--- config.mk ---
export PLATFORM = sky130hd
export DESIGN_NAME = regbank_sct
export DESIGN_NICKNAME = d
export VERILOG_FILES = /design/src/rtl/regbank_sct.sv
export SDC_FILE = /design/constraint.sdc
export NUM_CORES = 1
export LEC_CHECK = 0
export ABC_AREA = 0
export BUFFER_PORTS_ARGS = -buffer_cell sky130_fd_sc_hd__buf_4
export CAP_MARGIN = 30
export CORE_ASPECT_RATIO = 1.1
export CORE_MARGIN = 2
export CORE_UTILIZATION = 45
export DETAILED_ROUTE_END_ITERATION = 16
export GPL_ROUTABILITY_DRIVEN = 1
export GPL_TIMING_DRIVEN = 0
export SLEW_MARGIN = 40
export SYNTH_ARGS = -nofsm -noshare
export SYNTH_HDL_FRONTEND = slang
export SYNTH_SLANG_ARGS = --single-unit
--- constraint.sdc ---
create_clock -name clk -period 9.35 [get_ports clk]
set_input_delay 1.4025 -clock clk [delete_from_list [all_inputs] [get_ports clk]]
set_output_delay 1.4025 -clock clk [all_outputs]
set_load 0.02 [all_outputs]
--- src/rtl/regbank_sct.sv ---
`timescale 1ns/1ps
module regbank_sct #(
  parameter int DW       = 32,
  parameter int ADDR_W   = 15,
  parameter int N_DIG    = 8,
  parameter int N_ANA    = 6,
  parameter int N_PLL    = 3,
  parameter int LOCK_BIT = 31,
  parameter logic [N_DIG*DW-1:0] DIG_INIT = '0,
  parameter logic [N_DIG*DW-1:0] DIG_MASK = '0,
  parameter logic [N_ANA*DW-1:0] ANA_INIT = '0,
  parameter logic [N_ANA*DW-1:0] ANA_MASK = '0
) (
  input  logic              clk,
  input  logic              rst_n,
  input  logic              req,
  input  logic              we,
  input  logic [ADDR_W-1:0] addr,
  input  logic [DW-1:0]     wdata,
  output logic [DW-1:0]     rdata,
  output logic              err
);
  localparam int DI_W = ADDR_W - 3;
  localparam int AR_W = ADDR_W - 5;
  localparam logic [DW-1:0] LOCK = DW'(1) << LOCK_BIT;

  logic [N_DIG-1:0][DW-1:0] dig_q;
  logic [N_ANA-1:0][DW-1:0] ana_q;

  wire            is_ana  = addr[ADDR_W-1];
  wire [DI_W-1:0] dsel    = addr[ADDR_W-2:2];
  wire [AR_W-1:0] asel    = addr[ADDR_W-2:4];
  wire [1:0]      kind    = addr[3:2];
  wire            dig_hit = !is_ana && (dsel < DI_W'(N_DIG));
  wire            ana_hit = is_ana && (asel < AR_W'(N_ANA));
  wire            wr      = req && we;

  function automatic logic [DW-1:0] amask(int j);
    return ANA_MASK[j*DW +: DW] | ((j < N_PLL) ? LOCK : '0);
  endfunction

  function automatic logic [DW-1:0] ainit(int j);
    return ANA_INIT[j*DW +: DW] | ((j < N_PLL) ? LOCK : '0);
  endfunction

  function automatic logic [DW-1:0] anext(logic [DW-1:0] q, logic [DW-1:0] m,
                                          logic [DW-1:0] d, logic [1:0] k);
    logic [DW-1:0] u;
    u = d & ~m;
    case (k)
      2'd1:    return q | u;
      2'd2:    return q & ~u;
      2'd3:    return q ^ u;
      default: return (q & m) | u;
    endcase
  endfunction

  always_ff @(posedge clk or negedge rst_n) begin
    if (!rst_n) begin
      for (int i = 0; i < N_DIG; i++) dig_q[i] <= DIG_INIT[i*DW +: DW];
      for (int j = 0; j < N_ANA; j++) ana_q[j] <= ainit(j);
    end else if (wr) begin
      for (int i = 0; i < N_DIG; i++)
        if (dig_hit && dsel == DI_W'(i))
          dig_q[i] <= (dig_q[i] & DIG_MASK[i*DW +: DW]) | (wdata & ~DIG_MASK[i*DW +: DW]);
      for (int j = 0; j < N_ANA; j++)
        if (ana_hit && asel == AR_W'(j))
          ana_q[j] <= anext(ana_q[j], amask(j), wdata, kind);
    end
  end

  always_comb begin
    rdata = '0;
    for (int i = 0; i < N_DIG; i++)
      if (dig_hit && dsel == DI_W'(i)) rdata = dig_q[i];
    for (int j = 0; j < N_ANA; j++)
      if (ana_hit && asel == AR_W'(j)) rdata = ana_q[j];
  end

  always_ff @(posedge clk or negedge rst_n) begin
    if (!rst_n) err <= 1'b0;
    else        err <= req && !(dig_hit || ana_hit);
  end
endmodule

After elaboration in Yosys (flattened, before gate mapping)
Index checks and enable logic that the tools add are counted.
Operators by class
  magnitude comparators: 2
  equality and inequality tests: 15
  multiplexer cells: 20
  bitwise gates (word level): 23
  reductions and logical operators: 37
Operators by type and width (number)
  $pmux 32 s3: 6
  $mux 32: 14
  $and 32x32->32: 6
  $or 32x31->32: 6
  $or 32x32->32: 3
  $xor 32x31->32: 3
  $xor 32x32->32: 3
  $eq 12x3->1 const B: 4
  $not 31->32: 1
  $not 32->32: 1
  $reduce_and 2->1: 14
  $eq 12x2->1 const B: 2
  $eq 10x2->1 const B: 2
  $eq 10x3->1 const B: 2
  $logic_and 1x1->1: 18
  $eq 12x1->1 const B: 1
  $logic_not 12->1: 1
  $lt 12x4->1 const B: 1
  $eq 10x1->1 const B: 1
  $logic_not 10->1: 1
  $lt 10x3->1 const B: 1
  $eq 2x2->1 const B: 2
  $eq 2x1->1 const B: 1
  $logic_not 1->1: 2
  $logic_or 1x1->1: 1
Storage, ports and cells
  bits in registers: 449
  input port bits: 51
  logic and storage cells: 112

Logic depth before layout (Yosys ltp)
  depth in word-level cells: 17
  mapped depth: 11

Worst setup path before layout
No wires, ideal clock.
  path kind: input -> output
  from: in addr[13]
  to: out rdata[22]
  arrival time: 3867 ps
  data required time: 7947 ps
  path slack: 4080 ps
  stages: 7
  buffers on the path: 1
  path through: or4_1 > buf_2 > nor4_2 > nand2_1 > mux2i_1 > o221a_2 > o31ai_1
Between the ends
  word-level cells in the longest chain between the ends: 17
  elaborated cells between the ends (all ways): 46
  classes of those cells: 2 x order compare; 12 x eq/ne; 14 x mux; 18 x reduce/logical
RTL lines
  from (decl): RTL line 18  | input logic [ADDR_W-1:0] addr,
  $lt 12x4->1: RTL line 34  | wire dig_hit = !is_ana && (dsel < DI_W'(N_DIG));
  $logic_and 1x1->1: RTL line 34
  $logic_and 1x1->1: RTL line 75  | if (dig_hit && dsel == DI_W'(i)) rdata = dig_q[i];
  $mux 32 (8 in a row): RTL line 75
  $mux 32 (5 in a row): RTL line 77  | if (ana_hit && asel == AR_W'(j)) rdata = ana_q[j];
  $mux 32 *: RTL line 77
  to (decl): RTL line 20  | output logic [DW-1:0] rdata,
Every way passes the cells marked *; elsewhere a longest branch is shown, timed or not.

Worst setup path after layout
  from: in addr[13]
  to: out rdata[14]
The elaborated chain is that of the path after synthesis.

==> flow_summary.yaml <==
critical_path:
  worstPathRequired_ps: 7950
  slowest_delay_ps: 700
  critPathBufInv: 5
  crit_fanout: 10
  cp_top_family: "simple AND/OR/NAND/NOR gates"
  worstSetupEndpointType: "output pin"
  critical_path_class: "input pin to output pin"
  path_cells: "buf_4, or4_1, buf_2, buf_2, nor4_4, and2_0, clkbuf_1, a221oi_1, o22ai_1, buf_4"
  startpoint: "addr[13]"
  rr_startpoint: "ana_q[82]"
  worst_path_max_delay_cell: "clkbuf_1"
  cp-start-kind: "input pin"
  cp.arrival_ps: 5320
yosys:
  synth_compound_area_share_pct: 23.9
  synth_seq_cells: 449
  yosys.area_share.simple_pct: 11.0
  synth_top_flop_cell: "dfrtp_1"
  yosys_warnings: 0
  syn_inst: 3344
  synth_area_um2: 30100
  synthAdderAreaFrac_pct: 15.9
  synth_top_family_by_area: "compound AO/OA/AOI/OAI gates"
  async_flop_share_pct: 100
  avgSynthCellArea_um2: 9.01
  synth_xor_xnor_area_share_pct: 0
  ys_types: 78
  ys_seq_area_share_pct: 37.3
  synthMuxAreaShare_pct: 5.51
  synth_nets: 3778
  synth_edf_count: 0
final_layout:
  final_common_cell: "nand2_1"
  mostFrequentLayoutCells: "nand2_1, dfrtp_1, ha_1"
  num-fill-cells: 6086
  syn2layout_area_growth_pct: 12.9
  drive_gt1_share_pct: 11.5
  num-nets-final: 3923
sta:
  tightest_slew_ps: 974
  fin_worst_skew_ps: 0
  hold_viol_final: 0
  max_freq_mhz: 149
  fin_ws_ps: 2630
  rsz0062_at_grt: "no"
  post-route-min-period_ps: 6720
  slew_violations: 0
  period_share_pct: 71.9
  finalSetupViolCount: 0
  tns_ps: 0
  slew_headroom_pct: 34.9
min_path:
  holdCritPathClass: "flip-flop to flip-flop"
  min_from: "ana_q[31]"
placed_design:
  io_buffer_count: 80
  gp_congestion: 1.02
  post-place-ws_ps: 2850
  dp_hpwl_um: 102000
floorplan:
  coreArea_um2: 66300
  fp-row-count: 99
  die_area_um2: 69000
  die_height_um: 275
  dieWidth_um: 251
  pin_count: 84
  start_util_pct: 45.4
clock_network:
  cts_setup_buffers: 0
  clock_sinks: 449
  cts_tree: "built"
  cts_resized: 0
  root_buffer: "clkbuf_16"
  numCtsBuffers: 54
  cts_hold_buf: 0
  clockBufferDepth: 3
  h-tree-depth: 2
  clk_pin_slew_ps: 60
  clk_latency_ps: 620
detailed_routing:
  drc: 0
  via_per_inst: 6.59
  dr.pass1.iters: 8
  wl_um: 137000
  vias: 28900
  wl_per_cell_um: 31.2
  antenna_left: 0
  drt_iter0_markers: 3669
job:
  maxCapViolations: 0
global_route:
  grtUsageTotal_pct: 38.9
  grt-ovfl-total: 0
  antenna_found_initial: 2
  grt_pass1_vias: 28200
  grt_pass1_wl_um: 195000
  grt_max_degree: 71
pwr:
  vdd_drop_max_mv: 0.160
  internal-power_mw: 3.37
  power_frac_comb_pct: 11.3
  pwr-share-clk_pct: 47.5
  switching_share_pct: 28.9
  p_per_area_nw_per_um2: 139
  pwr-share-seq_pct: 41.2
  p_sw_mw: 1.37
  p_leak_nw: 14.9
status:
  status: "complete, no violations"
[worst paths after layout]
check	endpoint	slack, ps	depth (start not counted)
min	ana_q[31]	470	2
min in group asynchronous	ana_q[106]	650	1
min reg2reg	ana_q[31]	470	2
max	rdata[14]	2630	10
max in group asynchronous	dig_q[30]	6940	5
max reg2reg	ana_q[82]	7810	6
[power by group through the flow]
| stage | clock network, mW | registers [mW] | logic, mW |
|---|---|---|---|
| 4_1_cts | 2.24 | 1.95 | 0.520 |
| 5_1_grt | 2.32 | 1.95 | 0.568 |
| 2_1_floorplan | 0 | 1.99 | 0.245 |
| 3_3_place_gp | 0 | 1.99 | 0.487 |
| 6_report | 2.25 | 1.95 | 0.537 |
| 3_5_place_dp | 0 | 1.99 | 0.518 |
[layout make-up]
class / count / area (um^2) / area share (%)
Clock inverter: 15 / 218 / 0.641
Inverter: 241 / 905 / 2.66
Clock buffer: 82 / 1600 / 4.70
Sequential cell: 449 / 11200 / 33.1
Antenna cell: 2 / 5.00 / 0.0147
Buffer: 248 / 1050 / 3.10
Tap cell: 858 / 1070 / 3.16
Timing Repair Buffer: 89 / 820 / 2.41
Multi-Input combinational cell: 2406 / 17100 / 50.2
[registers in the layout, summed over array words and instances (netlist names)]
name	count
err	1
ana_q	192
dig_q	256
[per-stage QoR]
step           hold WS [ps]  util, %  total power, mW  cells  instance area (um^2)
2_1_floorplan           434        -             2.23   3344                 30100
3_3_place_gp            446     48.0             2.47   4282                 31800
3_5_place_dp            449     48.5             2.50   4291                 32100
4_1_cts                 458     51.2             4.71   4388                 33900
5_1_grt                 493     51.3             4.84   4388                 34000
6_report                468     51.3             4.74   4390                 34000
[worst min-delay path, delay by kind of cell, from the launching register on]
kind | cells | cell delay, ps
compound gates | 1 | 40
buf+inv | 1 | 60
flops | 1 | 360
[cells by family (layout without fill, tap and decap cells)]
| group | after synthesis | count (layout) |
|---|---|---|
| AO/OA/AOI/OAI | 1107 | 1107 |
| adder cells (fa/ha/maj) | 384 | 384 |
| multiplexers | 148 | 148 |
| other | 0 | 2 |
| flip-flops | 449 | 449 |
| buffers and inverters | 489 | 675 |
| AND/OR/NAND/NOR | 767 | 767 |
[metal layers]
layer | share of wire, % | track usage, % | vias to the layer above
met1 | 40 | 50.8 | 14600
met2 | 44 | 59.3 | 1737
met4 | 6.6 | 23.0 | 4
met5 | 0.023 | 0 | -
met3 | 10 | 9.08 | 431
li1 | - | - | 12200
[Yosys cell counts (6+ instances only)]
cell type  instances  area (um^2)
nor3_1            14         70.1
o2bb2ai_1         11         96.3
a211oi_1         205         1540
a22oi_1           11         82.6
o31ai_1          200         1500
a2bb2oi_1         30          263
a221oi_1          18          158
inv_1            239          897
o21ai_0          374         1870
and2_1             6         37.5
o221ai_1          10         87.6
clkbuf_1         198          743
o21a_1             9         67.6
dfrtp_1          446        11200
nor2b_1           43          269
nand3_1           18         90.1
mux2i_1           23          230
nand2b_1          19          119
a222oi_1          13          130
nor3b_1           10         75.1
mux2_2           116         1310
nor4_1             7         43.8
ha_1             383         4790
nor2_1            34          128
o211ai_1          24          180
mux2_1             7         78.8
buf_1             19         71.3
o22ai_1           32          200
nand2_1          581         2180
buf_2             25          125
a21oi_1          124          621
(Power assumes the default switching activity.)
